**src/rtl/ringbuf_pkg.sv**
```systemverilog
`timescale 1ns/1ps
package ringbuf_pkg;

    typedef enum logic [1:0] {
        ST_IDLE = 2'd0,
        ST_WR   = 2'd1,
        ST_RD   = 2'd2
    } rb_state_e;

endpackage

```
**src/rtl/ringbuf_ptr.sv**
```systemverilog
`timescale 1ns/1ps
// Ring pointer over indices 1..NUM_CELLS; resets to 1.
module ringbuf_ptr #(
    parameter int NUM_CELLS = 3,
    parameter int IDX_W     = $clog2(NUM_CELLS + 1)
) (
    input  logic             clk,
    input  logic             rst,
    input  logic             adv,
    output logic [IDX_W-1:0] idx
);
    localparam logic [IDX_W-1:0] FIRST = IDX_W'(1);
    localparam logic [IDX_W-1:0] LAST  = IDX_W'(NUM_CELLS);

    logic [IDX_W-1:0] idx_d, idx_q;

    always_comb begin
        idx_d = idx_q;
        if (adv) begin
            idx_d = (idx_q == LAST) ? FIRST : idx_q + FIRST;
        end
    end

    always_ff @(posedge clk) begin
        if (rst) idx_q <= FIRST;
        else     idx_q <= idx_d;
    end

    assign idx = idx_q;
endmodule

```
**src/rtl/ringbuf_evsel.sv**
```systemverilog
`timescale 1ns/1ps
// Chooses the port event for an idle cycle; a pop outranks a push.
module ringbuf_evsel #(
    parameter int CAP   = 4,
    parameter int CNT_W = $clog2(CAP + 1)
) (
    input  logic             idle,
    input  logic [CNT_W-1:0] cnt,
    input  logic             in_valid,
    input  logic             out_ready,
    output logic             in_ready,
    output logic             out_valid,
    output logic             take_in,
    output logic             take_out
);
    logic not_empty, not_full;

    always_comb begin
        not_empty = (cnt != '0);
        not_full  = (cnt < CNT_W'(CAP));
        out_valid = idle && not_empty;
        take_out  = out_valid && out_ready;
        in_ready  = idle && not_full && !take_out;
        take_in   = in_valid && in_ready;
    end
endmodule

```
**src/rtl/ringbuf_ctrl.sv**
```systemverilog
`timescale 1ns/1ps
module ringbuf_ctrl #(
    parameter int DATA_W    = 2,
    parameter int NUM_CELLS = 3,
    localparam int IDX_W    = $clog2(NUM_CELLS + 1)
) (
    input  logic              clk,
    input  logic              rst,
    input  logic              in_valid,
    output logic              in_ready,
    input  logic [DATA_W-1:0] in_data,
    output logic              out_valid,
    input  logic              out_ready,
    output logic [DATA_W-1:0] out_data,
    output logic              wr_req,
    output logic [IDX_W-1:0]  wr_idx,
    output logic [DATA_W-1:0] wr_data,
    input  logic              wr_ack,
    output logic              rd_req,
    output logic [IDX_W-1:0]  rd_idx,
    input  logic              rd_ack,
    input  logic [DATA_W-1:0] rd_data
);
    import ringbuf_pkg::*;

    localparam int CAP   = NUM_CELLS + 1;
    localparam int CNT_W = $clog2(CAP + 1);
    localparam logic [CNT_W-1:0] ONE = CNT_W'(1);

    typedef struct packed {
        rb_state_e         st;
        logic [CNT_W-1:0]  cnt;
        logic [DATA_W-1:0] head;
        logic [DATA_W-1:0] wdat;
    } rb_regs_t;

    rb_regs_t regs_d, regs_q;
    logic     take_in, take_out;
    logic     wr_adv, rd_adv;
    logic     idle;

    assign idle = (regs_q.st == ST_IDLE);

    ringbuf_evsel #(.CAP(CAP), .CNT_W(CNT_W)) u_evsel (
        .idle      (idle),
        .cnt       (regs_q.cnt),
        .in_valid  (in_valid),
        .out_ready (out_ready),
        .in_ready  (in_ready),
        .out_valid (out_valid),
        .take_in   (take_in),
        .take_out  (take_out)
    );

    ringbuf_ptr #(.NUM_CELLS(NUM_CELLS), .IDX_W(IDX_W)) u_wptr (
        .clk (clk), .rst (rst), .adv (wr_adv), .idx (wr_idx)
    );

    ringbuf_ptr #(.NUM_CELLS(NUM_CELLS), .IDX_W(IDX_W)) u_rptr (
        .clk (clk), .rst (rst), .adv (rd_adv), .idx (rd_idx)
    );

    always_comb begin
        regs_d = regs_q;
        wr_adv = 1'b0;
        rd_adv = 1'b0;
        unique case (regs_q.st)
            ST_IDLE: begin
                if (take_out) begin
                    if (regs_q.cnt > ONE) regs_d.st  = ST_RD;
                    else                  regs_d.cnt = '0;
                end else if (take_in) begin
                    if (regs_q.cnt == '0) begin
                        regs_d.head = in_data;
                        regs_d.cnt  = ONE;
                    end else begin
                        regs_d.wdat = in_data;
                        regs_d.st   = ST_WR;
                    end
                end
            end
            ST_WR: begin
                if (wr_ack) begin
                    regs_d.cnt = regs_q.cnt + ONE;
                    regs_d.st  = ST_IDLE;
                    wr_adv     = 1'b1;
                end
            end
            ST_RD: begin
                if (rd_ack) begin
                    regs_d.head = rd_data;
                    regs_d.cnt  = regs_q.cnt - ONE;
                    regs_d.st   = ST_IDLE;
                    rd_adv      = 1'b1;
                end
            end
            default: regs_d.st = ST_IDLE;
        endcase
    end

    always_ff @(posedge clk) begin
        if (rst) begin
            regs_q.st   <= ST_IDLE;
            regs_q.cnt  <= '0;
            regs_q.head <= '0;
            regs_q.wdat <= '0;
        end else begin
            regs_q <= regs_d;
        end
    end

    assign wr_req   = (regs_q.st == ST_WR);
    assign wr_data  = regs_q.wdat;
    assign rd_req   = (regs_q.st == ST_RD);
    assign out_data = regs_q.head;
endmodule

```
**config.mk**
```make
export PLATFORM = sky130hd
export DESIGN_NAME = ringbuf_ctrl
export DESIGN_NICKNAME = d
export VERILOG_FILES = /design/src/rtl/ringbuf_pkg.sv /design/src/rtl/ringbuf_ptr.sv /design/src/rtl/ringbuf_evsel.sv /design/src/rtl/ringbuf_ctrl.sv
export SDC_FILE = /design/constraint.sdc
export NUM_CORES = 1
export LEC_CHECK = 0
export ABC_AREA = 1
export CORE_UTILIZATION = 44
export CTS_BUF_LIST = sky130_fd_sc_hd__clkbuf_4 sky130_fd_sc_hd__clkbuf_8 sky130_fd_sc_hd__clkbuf_16
export DETAILED_ROUTE_END_ITERATION = 7
export PLACE_DENSITY_LB_ADDON = 0.2
export SYNTH_ARGS = -nofsm -noshare
export SYNTH_HDL_FRONTEND = slang
export SYNTH_SLANG_ARGS = --single-unit
export TNS_END_PERCENT = 30
```
**constraint.sdc**
```tcl
create_clock -name clk -period 1.3 [get_ports clk]
set_input_delay 0.325 -clock clk [delete_from_list [all_inputs] [get_ports clk]]
set_output_delay 0.325 -clock clk [all_outputs]
set_load 0.01 [all_outputs]
```
==> Word-level counts from Yosys, hierarchy flattened <==
Index checks and enable logic that the tools add are counted.
{ "totals": {"ff_bits": 13, "input_bits": 10, "output_inout_bits": 12, "wordCells": 62} }
{ "op_classes": {"add_sub_neg": 4, "n_lt_le_gt_ge": 2, "eq_ne": 14, "mux": 19, "n_bitwise": 2, "n_reduce_logical": 15} }
{ "op_table": {"columns": ["operator", "n"], "rows": [
  ["2-to-1 mux 5 bit", 3],
  ["!= test 3 bit (second input constant)", 5],
  ["2-to-1 mux 2 bit", 5],
  ["AND reduction 5 bit", 2],
  ["2-to-1 mux 9 bit", 1],
  ["one-hot mux 3 bit (3 select lines)", 1],
  ["2-to-1 mux 7 bit", 1],
  ["equality test 2 bit (second input constant)", 3],
  ["!= test 2 bit (second input constant)", 3],
  ["one-hot mux 2 bit (3 select lines)", 1],
  ["AND reduction 6 bit", 1],
  ["nonzero test 3 bit", 2],
  ["logical AND 1 bit", 5],
  ["adder 2 x 1 -> 2 bit (second input constant)", 2],
  ["2-to-1 mux 1 bit", 4],
  ["2-to-1 mux 4 bit", 1],
  ["!= test 2 x 1 -> 1 bit (second input constant)", 2],
  ["one-hot mux 2 bit (2 select lines)", 1],
  ["AND reduction 4 bit", 1],
  ["adder 3 x 1 -> 3 bit (second input constant)", 1],
  ["> comparator 3 x 1 -> 1 bit (second input constant)", 1],
  ["logical NOT 3 bit", 1],
  ["less-than comparator 3 bit (second input constant)", 1],
  ["2-to-1 mux 3 bit", 1],
  ["other kinds (6)", 7]
]} }

==> Depth between registers and ports, before layout <==
{ "depth": {"depth_word": 9, "mapped_depth": 11, "mapped_depth_nobuf": 11} }

==> Hierarchy <==
From an unflattened synthesis, not the netlist that was laid out.
{ "hier_totals": {"hier_cells": 155, "hier_area_um2": 973.4} }
{ "by_module_without_submodules": {"columns": ["module", "instances", "cells_each", "area_each_um2", "seq_area_each_um2"], "rows": [
  ["ringbuf_ctrl", 1, 115, 723.2, 180.2],
  ["ringbuf_ptr", 2, 14, 95.1, 40.0],
  ["ringbuf_evsel", 1, 12, 60.1, 0.0]
]} }

==> Worst setup path before layout <==
Ideal clock, no wire load.
{ "synth_path": {"path_type": "register to register", "startpoint": "reg regs_q[7]", "endpoint": "reg regs_q[8]", "setup_ps": 113, "arrival_ps": 1384, "t_required_ps": 1187, "path_slack_ps": -197, "stages_incl_launch_ff": 11, "n_path_buf": 0, "synth_period_minus_slack_ps": 1497, "cell_sequence": "dfxtp_1 inv_1 ha_1 inv_2 or2_1 o21ai_1 inv_1 nand2_4 nor2_1 nor2_1 nor2_1"} }
{ "synth_between": {"elab_cells_between_ends": 17, "cone_classes": "eq/ne: 7; mux: 2; reduce/logical: 8"} }
{ "synth_rtl": {"columns": ["element", "line_no", "text"], "rows": [
  ["start: declaration", "ringbuf_ctrl.sv:37", "rb_regs_t regs_d, regs_q;"],
  ["start signal: assignment", "ringbuf_ctrl.sv:108", "regs_q <= regs_d;"],
  ["equality test 2 bit *", null, null],
  ["net rd_req", "ringbuf_ctrl.sv:19", "output logic rd_req,"],
  ["!= test 2 x 1 -> 1 bit (no source line)", null, null],
  ["AND reduction 5 bit (no source line)", null, null]
]} }
The timed path passes the listed nets; every way through them passes the cells marked *.
A chain may end at the register's enable or synchronous reset.

==> Worst setup path after layout <==
{ "layout_path": {"startpoint": "reg regs_q[5] (netlist name)", "endpoint": "out in_ready"} }
{ "layout_between": {"elab_chain_len": 5, "elab_cells_between_ends": 7, "cone_classes": "order compare: 1; reduce/logical: 6"} }
{ "layout_lines": {"columns": ["element", "line_no", "text"], "rows": [
  ["branches (longest 4 deep; another with less-than comparator 3 bit)", null, null],
  ["logical AND 1 bit *", "ringbuf_evsel.sv:23", "in_ready = idle && not_full && !take_out;"],
  ["end: declaration", "ringbuf_ctrl.sv:10", "output logic in_ready,"]
]} }
Mark *: on every way between the ends.

==> Implementation_results.wiki <==
{| class="wikitable"
! Metric !! Value
|-
| Outcome || finished, violations left
|-
| Largest net degree at the start of global routing || 10
|-
| DR iter-0 viols || 37
|-
| First-pass GRT wire length || 3.75 mm
|-
| Final Hold Vio Count || 0
|-
| Kind of launch point of the worst setup path || flip-flop
|-
| Required time reported for the critical path endpoint || 0.98 ns
|-
| Slack of the worst reg-to-reg path || -0.23 ns
|-
| Die X || 48.2 um
|-
| MaxCap Viol Count || 0
|-
| Post-synth top area cell || sky130_fd_sc_hd__dfxtp_1
|-
| Total Negative Setup Slacks || -2.35 ns
|-
| Root Buffer Master || sky130_fd_sc_hd__clkbuf_4
|-
| Top delay family on crit path || flip-flops
|-
| Highest achievable clock rate || 620 MHz
|-
| Total power density per cell area || about 2900 mW/mm^2
|-
| Minimum setup slack in the final design || -0.314 ns
|-
| Arrival time of data at the critical path endpoint || 1.29 ns
|-
| Synth area leaders || sky130_fd_sc_hd__dfxtp_1, sky130_fd_sc_hd__ha_1, sky130_fd_sc_hd__nand2_1
|-
| Row Count || 16
|-
| Placed Cells incl. Taps || 204
|-
| Largest driver fanout on the critical path || 4
|-
| Worst hold path class || reg2reg
|-
| Number of global-route vias before repair || between 800 and 900
|-
| Commonest cells in the synthesized netlist || sky130_fd_sc_hd__nand2_1, sky130_fd_sc_hd__nor2_1, sky130_fd_sc_hd__inv_1
|-
| Mapped Nets || 157
|-
| Library cells used by synthesis || 23
|-
| Core region area || between 0.0015 and 0.002 mm^2
|-
| Share of cells above drive strength 1 || 39.5%
|-
| Minimum clock period || 1.61 ns
|-
| Worst rel slew slack || 81.0%
|-
| Seq/Total Area, Yosys || around 28%
|-
| Area overhead of the layout relative to synthesis || 62.1%
|-
| Setup repair after global routing missed its margin || yes
|-
| Die height || 48.2 um
|-
| Pin slew with the least headroom to its limit || 0.284 ns
|-
| Remaining global-route overflow || 0
|-
| Number of port buffers || 21
|-
| Total count of max-transition violations in the final report || 0
|-
| GRT Util Overall || about 24%
|-
| Die area || about 0.0023 mm^2
|-
| Total half-perimeter wirelength after legalization and detailed placement || 2.00 mm
|-
| Number of detailed-routing iterations run before antenna repair || 4
|-
| Post-detailed-route via-to-cell ratio || roughly 5
|-
| Sink count of the clock tree || 13
|-
| Leakage power || between 0.7 and 0.8 nW
|-
| Antenna viol nets, final || 0
|-
| Number of buffers between clock root and the deepest sink || 2
|-
| Crit path max-delay cell type || sky130_fd_sc_hd__dfxtp_2
|-
| Initial core utilization || 47.3%
|-
| Number of synthesized flops with an enable pin || 0
|-
| Number of buffers and inverters on the critical path || 3
|-
| Primary flip-flop cell chosen by synthesis mapping || sky130_fd_sc_hd__dfxtp_1
|-
| Num CTS Buffers || 3
|-
| Antenna diode count || 0
|-
| Number of top-level pins || 22
|-
| Library cell with the highest instance count after synthesis || sky130_fd_sc_hd__nand2_1
|-
| Failing checks || setup timing
|-
| Synthesized area per cell || 6.79 um^2
|-
| Count of placed standard cells in the final layout, fillers left out || around 210
|-
| Worst IR Drop VDD || 2.09 mV
|-
| H-Tree Level Count || 1
|-
| Count of filler cells inserted in the layout || 133
|-
| CP max stage delay || 0.37 ns
|-
| Async set or reset register ratio after synthesis || 0%
|-
| Count of final setup violators || 13
|-
| TritonCTS clock tree || done
|-
| Critical path start-end classification || reg2out
|-
| Clock skew || 0.000668 ns
|-
| Clock-pin transition on the worst setup and hold timing paths || 0.09 ns
|-
| Total DRC errors in the routed layout || 0
|-
| Total wire length || 2.94 mm
|-
| Number of antenna violations at the first check in global routing || 0
|-
| Utilization of the core after routing || between 70 and 80%
|-
| Kind of capture point of the worst setup path || output pin
|-
| Post-Synthesis Cells || around 140
|-
| Routability cong. || 0.984
|-
| Wirelength per Cell || ~14 um
|-
| Number of nets in the finished design || 205
|-
| Final worst-path cycle share || 124%
|-
| Number of synthesized register bits || 13
|-
| Worst-path cell chain || inv_4 -> ha_4 -> nand2_4 -> nand3_4 -> nand3_2 -> inv_1 -> buf_2
|-
| Yosys warns || 0
|-
| Clk Latency, worst-skew pair || approximately 0.28 ns
|-
| Top-area cell type share of the netlist area || 27.8%
|-
| Mapped Area || 937 um^2
|-
| Via total after detailed routing || about 1100
|-
| Cts-stage hold buffer count || 0
|}
==> flip-flops by register name, indices dropped and copies added (netlist names) <==
register and flops:
out_data 2, wr_data 2, regs_q 5, u_rptr.idx 2, u_wptr.idx 2
==> tightest hold or removal path, cell delays in order, from the launching register on <==
cell and delay (ns):
sky130_fd_sc_hd__dfxtp_1 0.32, sky130_fd_sc_hd__nand2_1 0.06, sky130_fd_sc_hd__a21oi_1 0.05
==> cells by family after synthesis <==
family | after synthesis | synth area share [%]
and+or+nand+nor | 63 | 31.6
AOI/OAI and AO/OA | 23 | 14.0
buffers and inverters | 29 | 13.6
xor gates and xnor gates | 1 | 0.935
adders and majority gates | 9 | 12.0
DFF | 13 | 27.8
==> power breakdown <==
part	internal [mW]	total, mW	switching, mW
logic	1.60	3.50	1.90
clock network	0.140	0.296	0.156
registers	0.550	0.643	0.0934
total	2.29	4.44	2.15
==> final timing paths <==
| path | to | startpoint | cells after the start |
|---|---|---|---|
| worst max-delay path | in_ready | regs_q[5] | 7 |
| worst min-delay path | wr_data[1] | wr_data[1] | 2 |
| worst max register to register | regs_q[5] | regs_q[5] | 11 |
| worst min register to register | wr_data[1] | wr_data[1] | 2 |
==> final cells by class <==
class | instances | area [um^2] | area share [%]
Clock buffer | 4 | 30.0 | 1.98
Inverter | 24 | 97.6 | 6.43
Multi-Input combinational cell | 96 | 679 | 44.7
Sequential cell | 13 | 267 | 17.5
Tap cell | 27 | 33.8 | 2.22
Timing Repair Buffer | 48 | 412 | 27.1
==> metal layers <==
| layer | vias to the layer above | global-route usage [%] | share of wire, % |
|---|---|---|---|
| met3 | 12 | 4.44 | 5.1 |
| li1 | 528 | - | - |
| met1 | 484 | 28.2 | 39 |
| met2 | 50 | 41.9 | 52 |
| met5 | - | 0 | 0 |
| met4 | 0 | 12.2 | 3.8 |
==> metrics by stage <==
step	hold slack (ns)	worst slack, ns	cell area (um^2)	power [mW]
after global routing	0.510	-0.366	1520	4.76
final	0.464	-0.314	1520	4.44
after global placement	0.447	-0.543	1370	3.56
after detailed placement	0.453	-0.537	1370	3.66
after floorplan	0.394	-0.0484	998	2.57
after CTS	0.464	-0.262	1430	4.03
==> cell usage in the layout, fill, tap and decap left out, types with 2 or more instances in the layout <==
cell	Yosys	final
sky130_fd_sc_hd__a21oi_1	7	7
sky130_fd_sc_hd__buf_2	0	2
sky130_fd_sc_hd__buf_4	5	23
sky130_fd_sc_hd__buf_6	0	6
sky130_fd_sc_hd__clkbuf_4	0	4
sky130_fd_sc_hd__clkdlybuf4s50_1	0	9
sky130_fd_sc_hd__dfxtp_1	13	8
sky130_fd_sc_hd__dfxtp_2	0	5
sky130_fd_sc_hd__dlygate4sd2_1	0	7
sky130_fd_sc_hd__ha_1	9	4
sky130_fd_sc_hd__ha_4	0	5
sky130_fd_sc_hd__inv_1	20	14
sky130_fd_sc_hd__inv_2	3	6
sky130_fd_sc_hd__inv_4	0	3
sky130_fd_sc_hd__nand2_1	30	25
sky130_fd_sc_hd__nand2_2	0	4
sky130_fd_sc_hd__nand2_4	2	3
sky130_fd_sc_hd__nand3_1	5	3
sky130_fd_sc_hd__nand3_2	1	3
sky130_fd_sc_hd__nor2_1	21	19
sky130_fd_sc_hd__nor2_2	0	2
sky130_fd_sc_hd__o211ai_1	2	2
sky130_fd_sc_hd__o21ai_0	9	6
sky130_fd_sc_hd__o21ai_1	2	4
==> repair_timing <==
item | 4_1_cts | 5_1_grt
buffers inserted | 2 | 3
resized for setup | 34 | 21
setup endpoints to repair | 23 | 18
pin swaps | 12 | 11
No activity file was read; power rests on OpenSTA's default activity.
